<file path="src/rtl/pci_tgt_pkg.sv">
package pci_tgt_pkg;
  typedef enum logic [3:0] {
    CMD_IO_RD  = 4'b0010,
    CMD_IO_WR  = 4'b0011,
    CMD_MEM_RD = 4'b0110,
    CMD_MEM_WR = 4'b0111,
    CMD_CFG_RD = 4'b1010,
    CMD_CFG_WR = 4'b1011
  } bus_cmd_e;

  typedef enum logic {
    ST_IDLE,
    ST_DATA
  } tgt_state_e;
endpackage

</file>
<file path="src/rtl/pci_tgt_decode.sv">
module pci_tgt_decode
  import pci_tgt_pkg::*;
#(
  parameter int ADDR_LSB = 6
) (
  input  logic [3:0]           cmd,
  input  logic [31-ADDR_LSB:0] addr_hi,
  input  logic                 sel,
  input  logic [31-ADDR_LSB:0] io_hi,
  input  logic [31-ADDR_LSB:0] mem_hi,
  output logic                 hit,
  output logic                 is_read,
  output logic                 is_cfg
);
  logic io_match, mem_match;

  // an unprogrammed (zero) base never decodes
  assign io_match  = (io_hi  != '0) && (addr_hi == io_hi);
  assign mem_match = (mem_hi != '0) && (addr_hi == mem_hi);
  assign is_read   = ~cmd[0];

  always_comb begin
    hit    = 1'b0;
    is_cfg = 1'b0;
    case (cmd)
      CMD_IO_RD, CMD_IO_WR:   hit = io_match;
      CMD_MEM_RD, CMD_MEM_WR: hit = mem_match;
      CMD_CFG_RD, CMD_CFG_WR: begin
        hit    = sel;
        is_cfg = 1'b1;
      end
      default: ;
    endcase
  end
endmodule

</file>
<file path="src/rtl/pci_tgt_cfg.sv">
module pci_tgt_cfg #(
  parameter int ADDR_LSB = 6
) (
  input  logic                 clk,
  input  logic                 rst,
  input  logic                 we,
  input  logic [5:0]           off,
  input  logic [31:0]          wdata,
  input  logic [3:0]           be,
  output logic [31-ADDR_LSB:0] io_hi,
  output logic [31-ADDR_LSB:0] mem_hi,
  output logic [31:0]          rdata
);
  localparam logic [5:0]  OFF_IO  = 6'h04;
  localparam logic [5:0]  OFF_MEM = 6'h05;
  localparam logic [31:0] WMASK   = ~((32'd1 << ADDR_LSB) - 32'd1);

  logic [31:0] base_io_q, base_mem_q;
  logic [31:0] lane_mask;

  always_comb begin
    for (int b = 0; b < 4; b++) lane_mask[8*b +: 8] = {8{be[b]}};
  end

  always_ff @(posedge clk) begin
    if (rst) begin
      base_io_q  <= '0;
      base_mem_q <= '0;
    end else if (we) begin
      if (off == OFF_IO)
        base_io_q  <= ((base_io_q & ~lane_mask) | (wdata & lane_mask)) & WMASK;
      if (off == OFF_MEM)
        base_mem_q <= ((base_mem_q & ~lane_mask) | (wdata & lane_mask)) & WMASK;
    end
  end

  always_comb begin
    case (off)
      OFF_IO:  rdata = base_io_q | 32'd1;
      OFF_MEM: rdata = base_mem_q;
      default: rdata = '0;
    endcase
  end

  assign io_hi  = base_io_q[31:ADDR_LSB];
  assign mem_hi = base_mem_q[31:ADDR_LSB];
endmodule

</file>
<file path="src/rtl/pci_tgt_bank.sv">
module pci_tgt_bank #(
  parameter int WORDS = 16,
  parameter int IDX_W = 4
) (
  input  logic             clk,
  input  logic             we,
  input  logic [IDX_W-1:0] widx,
  input  logic [31:0]      wdata,
  input  logic [3:0]       wbe,
  input  logic [IDX_W-1:0] ridx,
  output logic [31:0]      rdata
);
  // one byte-wide array per lane, synchronous read: maps onto block RAM
  for (genvar b = 0; b < 4; b++) begin : g_lane
    logic [7:0] mem [WORDS];
    always_ff @(posedge clk) begin
      if (we && wbe[b]) mem[widx] <= wdata[8*b +: 8];
      rdata[8*b +: 8] <= mem[ridx];
    end
  end
endmodule

</file>
<file path="src/rtl/pci_tgt.sv">
module pci_tgt
  import pci_tgt_pkg::*;
#(
  parameter int BANK_WORDS = 16
) (
  input  logic        clk,
  input  logic        rst,
  input  logic        frame_n,
  input  logic        irdy_n,
  input  logic        idsel,
  input  logic [3:0]  cbe_n,
  input  logic [31:0] ad_in,
  input  logic        be_ready,
  output logic [31:0] ad_out,
  output logic        ad_oe,
  output logic        trdy_n_out,
  output logic        trdy_oe,
  output logic        devsel_n_out,
  output logic        devsel_oe,
  output logic        stop_n_out,
  output logic        stop_oe
);
  localparam int IDX_W    = $clog2(BANK_WORDS);
  localparam int ADDR_LSB = IDX_W + 2;
  localparam int OW       = (IDX_W > 6) ? IDX_W : 6;
  localparam logic [IDX_W-1:0] LAST_IDX = IDX_W'(BANK_WORDS - 1);

  tgt_state_e state;
  logic          frame_q;
  logic [OW-1:0] addr_q;
  logic          cfg_q, rd_q;
  logic          trdy_n_q, devsel_n_q, stop_n_q;
  logic          ad_oe_q, trdy_oe_q, devsel_oe_q, stop_oe_q;

  logic              hit, dec_read, dec_cfg;
  logic [31-ADDR_LSB:0] io_hi, mem_hi;
  logic [31:0]       cfg_rdata, bank_rdata;
  logic              addr_phase, complete, finish, wait_be;
  logic              trdy_n_d, stop_n_d;
  logic [OW-1:0]     nxt_off;
  logic [IDX_W-1:0]  nxt_idx, ridx;
  logic              cfg_we, bank_we;

  pci_tgt_decode #(.ADDR_LSB(ADDR_LSB)) u_decode (
    .cmd    (cbe_n),
    .addr_hi(ad_in[31:ADDR_LSB]),
    .sel    (idsel),
    .io_hi  (io_hi),
    .mem_hi (mem_hi),
    .hit    (hit),
    .is_read(dec_read),
    .is_cfg (dec_cfg)
  );

  assign addr_phase = (state == ST_IDLE) && !frame_n && frame_q;
  assign complete   = (state == ST_DATA) && !irdy_n && !trdy_n_q;
  assign finish     = complete && (frame_n || !stop_n_q);
  assign wait_be    = !cfg_q && !be_ready;
  assign nxt_off    = addr_q + OW'(complete);
  assign nxt_idx    = nxt_off[IDX_W-1:0];
  assign ridx       = (state == ST_IDLE) ? ad_in[IDX_W+1:2] : nxt_idx;
  assign cfg_we     = complete && cfg_q && !rd_q;
  assign bank_we    = complete && !cfg_q && !rd_q;

  // hold target-ready through an initiator wait, else re-evaluate back-end
  assign trdy_n_d = (!trdy_n_q && !complete) ? 1'b0 : wait_be;
  assign stop_n_d = trdy_n_d || cfg_q || (nxt_idx != LAST_IDX);

  pci_tgt_cfg #(.ADDR_LSB(ADDR_LSB)) u_cfg (
    .clk   (clk),
    .rst   (rst),
    .we    (cfg_we),
    .off   (addr_q[5:0]),
    .wdata (ad_in),
    .be    (~cbe_n),
    .io_hi (io_hi),
    .mem_hi(mem_hi),
    .rdata (cfg_rdata)
  );

  pci_tgt_bank #(.WORDS(BANK_WORDS), .IDX_W(IDX_W)) u_bank (
    .clk  (clk),
    .we   (bank_we),
    .widx (addr_q[IDX_W-1:0]),
    .wdata(ad_in),
    .wbe  (~cbe_n),
    .ridx (ridx),
    .rdata(bank_rdata)
  );

  always_ff @(posedge clk) begin
    if (rst) begin
      state       <= ST_IDLE;
      frame_q     <= 1'b1;
      addr_q      <= '0;
      cfg_q       <= 1'b0;
      rd_q        <= 1'b0;
      trdy_n_q    <= 1'b1;
      devsel_n_q  <= 1'b1;
      stop_n_q    <= 1'b1;
      ad_oe_q     <= 1'b0;
      trdy_oe_q   <= 1'b0;
      devsel_oe_q <= 1'b0;
      stop_oe_q   <= 1'b0;
    end else begin
      frame_q <= frame_n;
      case (state)
        ST_IDLE: begin
          if (addr_phase && hit) begin
            state       <= ST_DATA;
            addr_q      <= ad_in[OW+1:2];
            cfg_q       <= dec_cfg;
            rd_q        <= dec_read;
            devsel_n_q  <= 1'b0;
            devsel_oe_q <= 1'b1;
            trdy_oe_q   <= 1'b1;
            stop_oe_q   <= 1'b1;
            trdy_n_q    <= 1'b1;
            stop_n_q    <= 1'b1;
            ad_oe_q     <= dec_read;
          end
        end
        ST_DATA: begin
          if (finish) begin
            state       <= ST_IDLE;
            devsel_n_q  <= 1'b1;
            trdy_n_q    <= 1'b1;
            stop_n_q    <= 1'b1;
            ad_oe_q     <= 1'b0;
            trdy_oe_q   <= 1'b0;
            devsel_oe_q <= 1'b0;
            stop_oe_q   <= 1'b0;
          end else begin
            addr_q   <= nxt_off;
            trdy_n_q <= trdy_n_d;
            stop_n_q <= stop_n_d;
          end
        end
        default: state <= ST_IDLE;
      endcase
    end
  end

  assign ad_out       = cfg_q ? cfg_rdata : bank_rdata;
  assign trdy_n_out   = trdy_n_q;
  assign devsel_n_out = devsel_n_q;
  assign stop_n_out   = stop_n_q;
  // enables drop with reset immediately, not on the next edge
  assign ad_oe        = ad_oe_q     & ~rst;
  assign trdy_oe      = trdy_oe_q   & ~rst;
  assign devsel_oe    = devsel_oe_q & ~rst;
  assign stop_oe      = stop_oe_q   & ~rst;
endmodule

</file>
<file path="config.mk">
export PLATFORM = sky130hd
export DESIGN_NAME = pci_tgt
export DESIGN_NICKNAME = d
export VERILOG_FILES = /design/src/rtl/pci_tgt_pkg.sv /design/src/rtl/pci_tgt_decode.sv /design/src/rtl/pci_tgt_cfg.sv /design/src/rtl/pci_tgt_bank.sv /design/src/rtl/pci_tgt.sv
export SDC_FILE = /design/constraint.sdc
export NUM_CORES = 1
export LEC_CHECK = 0
export ABC_AREA = 1
export BUFFER_PORTS_ARGS = -buffer_cell sky130_fd_sc_hd__buf_2
export CORE_AREA = 2 2 241 243
export CTS_CLUSTER_DIAMETER = 200
export DETAILED_ROUTE_END_ITERATION = 6
export DIE_AREA = 0 0 243 245
export PLACE_DENSITY = 0.57
export REMOVE_ABC_BUFFERS = 1
export SYNTH_ARGS = -nofsm -noshare
export SYNTH_HDL_FRONTEND = slang
export SYNTH_SLANG_ARGS = --single-unit
</file>
<file path="constraint.sdc">
create_clock -name clk -period 3.8 [get_ports clk]
set_input_delay 0.38 -clock clk [delete_from_list [all_inputs] [get_ports clk]]
set_output_delay 0.38 -clock clk [all_outputs]
set_load 0.05 [all_outputs]
</file>
-- Word level (Yosys, flattened, before mapping)
Memory sizes are Yosys's and may differ from the RTL's. A register that Yosys moved wholly into a read port is not among the register bits.
Cells that the tools add are included.
- memories: 4
- word-level logic and storage cells: 114
- output and inout port bits: 39
- input port bits: 42
- register bits after elaboration: 67
- memory bits (writable): 512
- memories (name ; words ; width ; rd ports ; clocked after memory_dff ; wr ports ; line ; text):
    u_bank.g_lane[0].mem ; 16 ; 8 ; 1 ; 1 ; 1 ; pci_tgt_bank.sv:15 ; logic [7:0] mem [WORDS];
    u_bank.g_lane[1].mem ; 16 ; 8 ; 1 ; 1 ; 1 ; pci_tgt_bank.sv:15 ;
    u_bank.g_lane[2].mem ; 16 ; 8 ; 1 ; 1 ; 1 ; pci_tgt_bank.sv:15 ;
    u_bank.g_lane[3].mem ; 16 ; 8 ; 1 ; 1 ; 1 ; pci_tgt_bank.sv:15 ;
- $add $sub $neg: 1
- equality and inequality tests: 14
- bitwise gates (word level): 12
- reductions and logical operators: 39
- muxes and demuxes: 32
- operator list (operator ; number):
    $and A32 B32 Y32 ; 3
    $or A32 B32 Y32 ; 2
    $pmux W32 S2 ; 1
    $eq A26 B26 Y1 ; 2
    $reduce_bool A26 Y1 ; 2
    $mux W32 ; 1
    $not A32 Y32 ; 1
    $mux W1 ; 19
    $logic_and A1 B1 Y1 ; 18
    $eq A6 B3 Y1 const B ; 2
    $mux W6 ; 2
    $pmux W1 S2 ; 6
    $pmux W6 S2 ; 1
    $reduce_and A2 Y1 ; 5
    $eq A4 B2 Y1 const B ; 2
    $eq A4 B3 Y1 const B ; 2
    $eq A4 B4 Y1 const B ; 2
    $logic_not A1 Y1 ; 8
    $add A6 B1 Y6 ; 1
    $reduce_or A2 Y1 ; 3
    $mux W4 ; 1
    $ne A2 B1 Y1 const B ; 2
    $ne A4 B4 Y1 const B ; 1
    $not A4 Y4 ; 1
    other kinds (5) ; 10

-- Longest topological paths before layout
Gate-level depths: netlist (run 1).
- depth in word-level cells: 10
- depth in mapped cells: 15
- mapped depth without buffers: 14

-- Modules after synthesis
From an unflattened synthesis (run 1), not the netlist that was laid out.
- cell total of the unflattened synthesis: 3080
- area total of the unflattened synthesis: 28006.9 µm²
- modules (own cells, without submodules) (module ; instances ; seq. area each (µm²) ; cells an instance ; area each (µm²)):
    pci_tgt_bank ; 1 ; 16015.4 ; 2195 ; 23023.3
    pci_tgt_cfg ; 1 ; 1041.0 ; 418 ; 2657.5
    pci_tgt ; 1 ; 300.3 ; 238 ; 1255.0
    pci_tgt_decode ; 1 ; 0.0 ; 229 ; 1071.0

-- Least setup slack after synthesis (run 1)
No wires, ideal clock.
- path kind: flip-flop to output port
- from: reg addr_q[1]
- to: out ad_out[22]
- slack: 1.416 ns
- stages on the path, launching flop included: 7
- data required time: 3.420 ns
- data arrival time: 2.004 ns
- path buffers: 1
- cell sequence: dfxtp_1 -> nor2_1 -> nand2_1 -> nor2_1 -> nand2_1 -> clkbuf_1 -> o211ai_1
- cells in the longest elaborated chain, start to end: 3
- elaborated cells on any way between the ends: 4
- those cells by class: 2 x eq/ne; 2 x mux
- RTL lines (what ; line ; text):
    start, declared ; pci_tgt.sv:30 ; logic [OW-1:0] addr_q;
    start signal, assigned ; pci_tgt.sv:111 ; addr_q <= ad_in[OW+1:2];
    start signal, assigned ; pci_tgt.sv:134 ; addr_q <= nxt_off;
    $eq A6 B3 Y1 ; pci_tgt_cfg.sv:38 ; case (off)
    $pmux W32 S2 (*) ; pci_tgt_cfg.sv:38 ;
    $mux W32 (*) ; pci_tgt.sv:144 ; assign ad_out = cfg_q ? cfg_rdata : bank_rdata;
    end, declared ; pci_tgt.sv:14 ; output logic [31:0] ad_out,
Every way passes the cells marked *; elsewhere a longest branch is shown, timed or not.

-- Final worst setup path (run 1)
- from: reg addr_q[2]
- to: out ad_out[21]
Same word-level chain as after synthesis.

==> results of run 1 <==
[tightest hold or removal path, delay by kind of cell]
family / cells / cell delay, ns
buf+inv: 2 / 0.17
simple gates: 1 / 0.06
[cell type report]
cell class,instances,area [um2],area share [%]
clock buffer,97,1922,6.662
sequential,611,17360,60.17
tap,765,957.2,3.318
clock inverter,23,212.7,0.7374
timing repair buffer,164,1119,3.878
inverter,93,359.1,1.245
multi-input combinational,1419,6919,23.99
[routing by layer]
metal,global-route usage (%),vias to the layer above,part of all wire (%)
li1,-,8207,-
met1,33.79,8598,45
met2,37.30,574,46
met3,3.980,110,6.5
met4,5.991,4,2.2
met5,0,-,0.039
[stage by stage]
| stage | instances | total power, W | util, % | area, um2 |
|---|---|---|---|---|
| floorplan | 2123 | 0.008066 | - | 24590 |
| global placement | 3052 | 0.008542 | 46.83 | 26710 |
| detailed placement | 3052 | 0.008545 | 46.83 | 26710 |
| CTS | 3172 | 0.01484 | 50.58 | 28850 |
| global route | 3172 | 0.01521 | 50.58 | 28850 |
| finish | 3172 | 0.01475 | 50.58 | 28850 |
[worst paths after layout]
| check | to | depth (start not counted) |
|---|---|---|
| setup / recovery | ad_out[21] | 7 |
| setup reg to reg | u_bank.rdata[14] | 12 |
| hold / removal | frame_q | 3 |
| hold reg to reg | flop | 2 |
[synthesized netlist by cell type (3+ instances only)]
cell / instances / share of area [%]
buf_4: 19 / 0.56
a211oi_2: 6 / 0.30
clkbuf_1: 51 / 0.76
a21oi_1: 37 / 0.73
inv_2: 5 / 0.074
dfxtp_1: 99 / 7.8
o21ai_0: 305 / 6.0
xnor2_1: 24 / 0.83
edfxtp_1: 512 / 61
nor2_1: 565 / 8.4
nand4_1: 7 / 0.17
o211ai_1: 80 / 2.4
o32ai_1: 43 / 1.5
buf_2: 52 / 1.0
o21ai_1: 19 / 0.38
nand2_2: 3 / 0.074
nand3_1: 45 / 0.89
a211oi_1: 15 / 0.44
nor2_4: 5 / 0.22
nor3_1: 22 / 0.43
xor2_1: 3 / 0.10
nand2_4: 4 / 0.18
inv_1: 87 / 1.3
o221ai_1: 20 / 0.69
buf_6: 14 / 0.62
nand2_1: 205 / 3.0
[power by group through the flow]
stage / registers [W] / clock network [W] / logic [W]
after floorplan: 0.00746 / 0 / 0.000609
after global placement: 0.00748 / 0 / 0.00107
after detailed placement: 0.00747 / 0 / 0.00107
after CTS: 0.00733 / 0.00644 / 0.00108
after global routing: 0.00733 / 0.00671 / 0.00116
final: 0.00733 / 0.00634 / 0.00107
[cell families (layout without fill, tap and decap cells)]
logic type                 Yosys count  count (layout)  share of synthesized area (%)
AOI/OAI and AO/OA                  529             529                          12.54
xor gates and xnor gates            27              27                         0.9328
adders and majority gates            2               2                        0.09870
buffers and inverters              230             377                          4.368
DFF                                611             611                          68.47
and+or+nand+nor                    861             861                          13.59
==> impl_metrics.py, run 1 <==
metrics = {
    "run_status": {
        "status": "finished, final reports clean",
    },
    "synth": {
        "syn_inst": 2260,
        "synth-seq-cells": 611,
        "ys_types": 36,
        "synth_area_mm2": 0.02535,
        "yosysSeqAreaShare_pct": 68.47,
        "yosysWarnings": 0,
        "synth_top_flop_cell": "edfxtp_1",
        "avgSynthCellArea_um2": 11.22,
        "ys_async_sr_fraction_pct": 0,
        "synth_edf_count": 512,
    },
    "final_layout": {
        "largest_reg_flops": 512,
        "drive_above_1_share_pct": 11.97,
        "final_common_cell": "nor2_1",
        "final_nets": 2399,
        "layout_common_cells": "nor2_1 (565), edfxtp_1 (512), o21ai_0 (305)",
        "area_growth_pct": 13.79,
        "diodes": 0,
        "reg_top3": "u_bank.g_lane.mem (512), u_bank.rdata (32), addr_q (6)",
        "nFillCells": 5157,
        "top_register": "u_bank.g_lane.mem",
    },
    "sta": {
        "fin_crit_sh_pct": 89.10,
        "rsz0062_at_grt": "no",
        "fin_tns_setup_ns": 0,
        "whs_ns": 0.03955,
        "slew_viol_final": 0,
        "tightest_slew_ns": 1.037,
        "setup_viol": 0,
        "maxSlewHeadroom_pct": 30.76,
        "setup_ws_ns": 0.4141,
        "skew_ns": 0.02336,
        "finalCriticalPeriod_ns": 3.386,
        "fmaxAchievable_mhz": 295.3,
        "hold_violations": 0,
    },
    "worst_setup_path": {
        "setup.worst_path.class": "flop to output pin",
        "cp_max_fo": 27,
        "regToRegSetupSlack_ns": 0.57,
        "cp.arrival_ns": 3.01,
        "critPathLaunch": "addr_q[2]",
        "cp_num_buf_inv": 2,
        "cp_data_required_time_ns": 3.42,
        "cpPeakStageDelay_ns": 0.68,
        "reg2reg_from": "state",
        "critical_path.top_delay_family": "simple AND/OR/NAND/NOR gates",
        "cp-end-kind": "output pin",
        "cp-start-kind": "flop",
        "crit_slowest_cell": "nor2_4",
        "crit_path_cell_trace": "nand2_1 > inv_2 > nand2_2 > nor2_4 > nand3_1 > o211ai_1 > buf_2",
    },
    "power": {
        "powerDensity_mw_per_mm2": 511.2,
        "internal-power_w": 0.01134,
        "seq_power_share_pct": 49.7,
        "pwr-share-comb_pct": 7.3,
        "power_frac_clock_pct": 43.0,
        "p_sw_w": 0.003408,
        "swShare_pct": 23.11,
        "leakagePower_nw": 9.878,
        "vdd_drop_max_uv": 367.2,
    },
    "clock_tree": {
        "root_buffer": "clkbuf_16",
        "clk_latency_ns": 0.60,
        "clock-sinks": 611,
        "h-tree-depth": 3,
        "ctsHoldBuffers": 0,
        "clockBufferDepth": 3,
        "clkSlewWorstSetupHoldPaths_ns": 0.06,
        "cts_made_buffers": 66,
        "cts_setup_buffers": 0,
        "cts_resized": 0,
        "cts_tree": "done",
    },
    "global_routing": {
        "grt_pass1_vias": 16850,
        "grt_pass1_wl_mm": 106.0,
        "globalRouteOverflowTotal": 0,
        "antenna_found_initial": 4,
        "grtUsageTotal_pct": 23.52,
        "grt_max_degree": 118,
    },
    "die": {
        "dieWidth_um": 243,
        "die_height_um": 245,
        "ioPinCount": 81,
        "row_count": 88,
        "die_area_mm2": 0.05954,
        "initial_core_util_pct": 44.45,
        "core-area_mm2": 0.05703,
    },
    "detailed_routing": {
        "drc": 0,
        "routedWlPerCell_um": 21.97,
        "firstDrtPassIters": 5,
        "drtIter0Drc": 1791,
        "drt-total-wl_mm": 69.68,
        "ant_nets": 0,
        "via_count": 17490,
        "via_per_inst": 5.515,
    },
    "placement": {
        "post-place-ws_ns": 0.6308,
        "globalplace.congestion": 0.8129,
        "io_buffers": 80,
        "post-dp-hpwl_mm": 43.94,
    },
    "job": {
        "max-cap-violations": 0,
    },
    "min_path": {
        "hold_class": "input port to flop",
        "min_from": "frame_n",
    },
}
No activity file was read; power rests on OpenSTA's default activity.
==> run 2, diff against run 1 <==
Settings changed: CORE_AREA 2 2 241 243 to 2 2 253 255, DIE_AREA 0 0 243 245 to 0 0 255 257, SYNTH_HIERARCHICAL from default to 1.
==> impl_metrics.py, run 2 <==
metrics = {
    "sta": {
        "hold_violations": 0,
        "setup_viol": 0,
        "tightest_slew_ns": 0.8978,
        "fin_crit_sh_pct": 89.51,
        "slew_viol_final": 0,
        "maxSlewHeadroom_pct": 39.78,
        "fin_tns_setup_ns": 0,
        "rsz0062_at_grt": "no",
        "fmaxAchievable_mhz": 294.0,
        "skew_ns": 0.02489,
        "whs_ns": 0.07805,
        "finalCriticalPeriod_ns": 3.402,
    },
    "worst_setup_path": {
        "cp_data_required_time_ns": 3.42,
        "cp.arrival_ns": 3.02,
        "cp-end-kind": "output pin",
        "setup.worst_path.class": "flop to output pin",
        "cp-start-kind": "flop",
        "cp_max_fo": 18,
        "reg2reg_depth": 14,
    },
    "final_layout": {
        "reg_top3": "u_bank/g_lane.mem (512), u_bank/rdata (32), addr_q (6)",
        "layout_common_cells": "nand2_1 (1016), edfxtp_1 (512), inv_1 (508)",
        "drive_above_1_share_pct": 9.667,
        "final_nets": 3236,
        "final_common_cell": "nand2_1",
        "largest_reg_flops": 512,
        "final_cells": 4094,
        "area_growth_pct": 12.77,
        "final_util_pct": 50.35,
        "diodes": 0,
        "top_register": "u_bank/g_lane.mem",
    },
    "min_path": {
        "min_delay_path_depth": 2,
        "hold_class": "input port to flop",
    },
    "synth": {
        "yosysWarnings": 6,
        "synth-xor-area-share_pct": 0.8756,
        "synth_top_area_share_pct": 54.90,
        "yosysMostFrequentCell": "nand2_1",
        "synth-seq-cells": 611,
        "yosysSeqAreaShare_pct": 61.97,
        "syn_inst": 3080,
        "synth_area_mm2": 0.02801,
        "synth-compound-area-share_pct": 0.7729,
        "synth.mux.area_fraction_pct": 0,
        "synth_adder_area_share_pct": 0.08935,
        "synth_top_family_by_area": "simple AND/OR/NAND/NOR gates",
        "ys_types": 38,
        "synth_top_area_cell": "edfxtp_1",
        "yosys.area_share.simple_pct": 25.96,
        "synth_edf_count": 512,
        "ys_top_cells_by_area": "edfxtp_1 (55%), nand2_1 (14%), nand3_1 (7.8%)",
        "ys_async_sr_fraction_pct": 0,
        "synth_top_flop_cell": "edfxtp_1",
        "yosys-top-cells-count": "nand2_1 (1019), edfxtp_1 (512), inv_1 (509), nand3_1 (434), nor2_1 (242)",
        "avgSynthCellArea_um2": 9.093,
    },
    "run_status": {
        "status": "finished, final reports clean",
    },
    "die": {
        "initial_core_util_pct": 44.64,
        "row_count": 92,
        "dieWidth_um": 255,
        "die_height_um": 257,
        "ioPinCount": 81,
        "core-area_mm2": 0.06274,
        "die_area_mm2": 0.06554,
    },
    "power": {
        "leakagePower_nw": 13.94,
        "powerDensity_mw_per_mm2": 466.8,
        "vdd_drop_max_uv": 375.0,
    },
    "detailed_routing": {
        "routedWlPerCell_um": 17.96,
        "drt-total-wl_mm": 73.55,
        "firstDrtPassIters": 6,
        "via_count": 20090,
        "ant_nets": 0,
        "via_per_inst": 4.908,
        "drc": 0,
        "drtIter0Drc": 1786,
    },
    "clock_tree": {
        "cts_made_buffers": 69,
        "clock-sinks": 611,
        "clockBufferDepth": 3,
        "h-tree-depth": 3,
        "cts_tree": "done",
        "cts_setup_buffers": 0,
        "clkSlewWorstSetupHoldPaths_ns": 0.06,
        "root_buffer": "clkbuf_16",
        "clk_latency_ns": 0.61,
    },
    "global_routing": {
        "grt_max_degree": 130,
        "grt_pass1_wl_mm": 112.9,
        "globalRouteOverflowTotal": 0,
        "grtUsageTotal_pct": 22.65,
        "antenna_found_initial": 0,
        "grt_pass1_vias": 19340,
    },
    "placement": {
        "placed_cells": 3966,
        "globalplace.congestion": 0.8603,
        "post-dp-hpwl_mm": 45.77,
        "io_buffers": 80,
    },
    "job": {
        "max-cap-violations": 0,
    },
}
run 2: cell types whose count changed after synthesis, sizes merged, moves of 43 or more:
| cell | delta |
|---|---|
| nand2 | +810 |
| inv | +424 |
| nand3 | +394 |
| nor2 | -317 |
| o21ai | -289 |
| o211ai | -80 |
| o32ai | -43 |
run 2: cells by family after synthesis:
| kind of cell | Yosys count |
|---|---|
| simple gates | 1735 |
| other cells | 1 |
| buf+inv | 662 |
| compound gates | 41 |
| xor+xnor | 28 |
| flops | 611 |
| fa+ha+maj | 2 |
run 2: what timing repair did:
| item | 4_1_cts | 5_1_grt |
|---|---|---|
| endpoints found under the hold margin | 1 | 0 |
| hold buffers | 1 | 0 |
| resized for setup | 0 | 0 |
run 2: area by class of cell:
| class | instances | area (um2) |
|---|---|---|
| clock buffer | 90 | 1911 |
| clock inverter | 37 | 247.7 |
| fill | 5821 | 31150 |
| inverter | 520 | 1959 |
| multi-input combinational | 1811 | 7804 |
| sequential | 611 | 17360 |
| tap | 846 | 1059 |
| timing repair buffer | 179 | 1246 |
run 2: stage by stage:
| stage | power (W) | setup WS (ns) | area, um2 |
|---|---|---|---|
| finish | 0.01474 | 0.3985 | 31580 |
| global route | 0.01524 | 0.1926 | 31580 |
| CTS | 0.01489 | 0.3440 | 31580 |
| detailed placement | 0.008561 | 0.7928 | 29420 |
| global placement | 0.008552 | 0.9009 | 29420 |
| floorplan | 0.008149 | -4.253 | 27090 |
run 2: report_power, final:
part	total [W]	internal (W)	switching (W)	leakage [nW]
clock	0.00633	0.00369	0.00264	1.06
sequential	0.00732	0.00730	0.0000206	5.41
combinational	0.00110	0.000265	0.000832	7.46
total	0.0147	0.0113	0.00349	13.9
run 2: worst max-delay path: stages, from the launching register on:
cell      delay (ns)
dfxtp_1         0.58
nor2_2          0.12
nand3_1         0.17
clkinv_1        0.52
buf_4           0.40
nand2_1         0.06
o21ai_0         0.13
nand2_1         0.13
nand2_1         0.08
buf_2           0.22
run 2: metal layers:
| layer | track usage, % | share of wire (%) |
|---|---|---|
| met1 | 30.57 | 44 |
| met2 | 37.48 | 48 |
| met3 | 3.874 | 6.0 |
| met4 | 6.611 | 2.5 |
| met5 | 0 | 0 |
run 2: path summary, 6_finish.rpt:
kind | start | endpoint | slack (ns)
min | rst | state | 0.08
max reg2reg | state | u_bank/rdata[19] | 0.76
min reg2reg | ad_oe_q | ad_oe_q | 0.50
max | addr_q[1] | ad_out[24] | 0.40
==> run 3, diff against run 2 <==
Settings changed: GPL_TIMING_DRIVEN from default to 0, REMOVE_ABC_BUFFERS 1 to default.
==> impl_metrics.py, run 3 (synthesis results as in run 2) <==
metrics = {
    "sta": {
        "fin_tns_setup_ns": 0,
        "skew_ns": 0.02407,
        "setup_viol": 0,
        "maxSlewHeadroom_pct": 11.33,
        "slew_viol_final": 0,
        "rsz0062_at_grt": "no",
        "finalCriticalPeriod_ns": 3.700,
        "fmaxAchievable_mhz": 270.3,
        "tightest_slew_ns": 1.330,
        "fin_crit_sh_pct": 97.36,
        "hold_violations": 0,
    },
    "detailed_routing": {
        "firstDrtPassIters": 6,
        "drt-total-wl_mm": 88.95,
        "via_count": 21310,
        "routedWlPerCell_um": 21.52,
        "ant_nets": 0,
        "via_per_inst": 5.157,
        "drc": 0,
        "drtIter0Drc": 2125,
    },
    "worst_setup_path": {
        "cp-end-kind": "flop",
        "critPathLaunch": "state",
        "setup.worst_path.class": "flop to flop",
        "reg2reg_from": "state",
        "cp.arrival_ns": 4.16,
        "reg2reg_depth": 14,
        "cp_data_required_time_ns": 4.26,
        "cp_max_fo": 10,
        "cp-start-kind": "flop",
    },
    "job": {
        "max-cap-violations": 0,
    },
    "global_routing": {
        "grtUsageTotal_pct": 27.46,
        "grt_pass1_wl_mm": 130.7,
        "antenna_found_initial": 0,
        "globalRouteOverflowTotal": 0,
        "grt_pass1_vias": 20310,
        "grt_max_degree": 23,
    },
    "clock_tree": {
        "clk_latency_ns": 0.61,
        "h-tree-depth": 3,
        "cts_setup_buffers": 0,
        "cts_made_buffers": 68,
        "clkSlewWorstSetupHoldPaths_ns": 0.06,
        "clockBufferDepth": 3,
        "root_buffer": "clkbuf_16",
        "cts_tree": "done",
        "clock-sinks": 611,
    },
    "final_layout": {
        "nFillCells": 5804,
        "reg_top3": "u_bank/g_lane.mem (512), u_bank/rdata (32), addr_q (6)",
        "drive_above_1_share_pct": 9.614,
        "final_common_cell": "nand2_1",
        "multiInputGateArea_mm2": 0.007775,
        "final_area_mm2": 0.03173,
        "diodes": 0,
        "register_area_mm2": 0.01736,
        "area_growth_pct": 13.29,
        "largest_reg_flops": 512,
        "top_register": "u_bank/g_lane.mem",
        "layout_common_cells": "nand2_1 (1019), edfxtp_1 (512), inv_1 (509)",
        "final_nets": 3279,
    },
    "die": {
        "row_count": 92,
        "ioPinCount": 81,
        "die_area_mm2": 0.06554,
        "dieWidth_um": 255,
        "initial_core_util_pct": 44.64,
        "core-area_mm2": 0.06274,
        "die_height_um": 257,
    },
    "min_path": {
        "hold_class": "input port to flop",
        "min_delay_path_depth": 2,
        "min_from": "rst",
    },
    "power": {
        "powerDensity_mw_per_mm2": 479.7,
        "vdd_drop_max_uv": 321.1,
        "leakagePower_nw": 13.96,
    },
    "placement": {
        "post-dp-hpwl_mm": 62.63,
        "placement.cell_area_mm2": 0.02948,
        "io_buffers": 80,
        "globalplace.congestion": 0.9467,
    },
    "run_status": {
        "status": "finished, final reports clean",
    },
}
run 3: worst paths after layout:
path	slack, ns	endpoint
worst max register to register	0.10	u_bank/rdata[28]
worst min register to register	0.50	ad_oe_q
worst min-delay path	0.07	state
worst max-delay path	0.10	u_bank/rdata[28]
run 3: layout make-up:
class,count,area share (%)
Sequential cell,611,54.70
Multi-Input combinational cell,1811,24.50
Inverter,520,6.167
Clock buffer,95,6.104
Tap cell,846,3.336
Buffer,142,2.961
Timing Repair Buffer,81,1.293
Clock inverter,27,0.9306
run 3: metrics by stage:
| stage | setup WS [ns] | power [W] | hold WS [ns] | cells | util, % |
|---|---|---|---|---|---|
| after floorplan | 1.160 | 0.008177 | 0.4524 | 3084 | - |
| after global placement | 0.1612 | 0.008724 | 0.4837 | 4010 | 46.99 |
| after detailed placement | 0.1077 | 0.008734 | 0.4823 | 4010 | 46.99 |
| after CTS | 0.1538 | 0.01532 | 0.03287 | 4133 | 50.57 |
| after global routing | 0.001611 | 0.01569 | 0.07011 | 4133 | 50.58 |
| final | 0.1004 | 0.01522 | 0.07002 | 4133 | 50.58 |
run 3: worst max-delay path, cell delays in order, from the launching register on:
cell and delay (ns):
dfxtp_1 0.36, inv_2 0.12, nor2_4 0.13, nand2_1 0.11
inv_1 0.07, ha_1 0.19, ha_1 0.24, nand2_1 0.07
nand2_1 0.11, o21ai_0 0.16, inv_2 0.30, clkbuf_1 1.02
nand3_1 0.30, nand3_1 0.23, nand2_1 0.14
run 3: power breakdown:
part           leakage [nW]  internal, W  total, W  switching, W
combinational          7.47     0.000306   0.00130      0.000993
sequential             5.41      0.00730   0.00732     0.0000204
clock                  1.08      0.00392   0.00660       0.00269
total                  14.0       0.0115    0.0152       0.00370
run 3: per-layer routing:
layer | up-vias | GRT usage, % | share of wire, %
met5 | - | 0 | 0
met4 | 0 | 12.18 | 4.4
met3 | 181 | 4.936 | 8.2
met2 | 965 | 43.72 | 46
met1 | 10150 | 36.71 | 41
li1 | 10020 | - | -
run 3: what timing repair did:
action | 4_1_cts | 5_1_grt
gates resized for setup | 0 | 2
endpoints found under the hold margin | 1 | 0
setup endpoints to repair | 0 | 3
hold buffers | 1 | 0
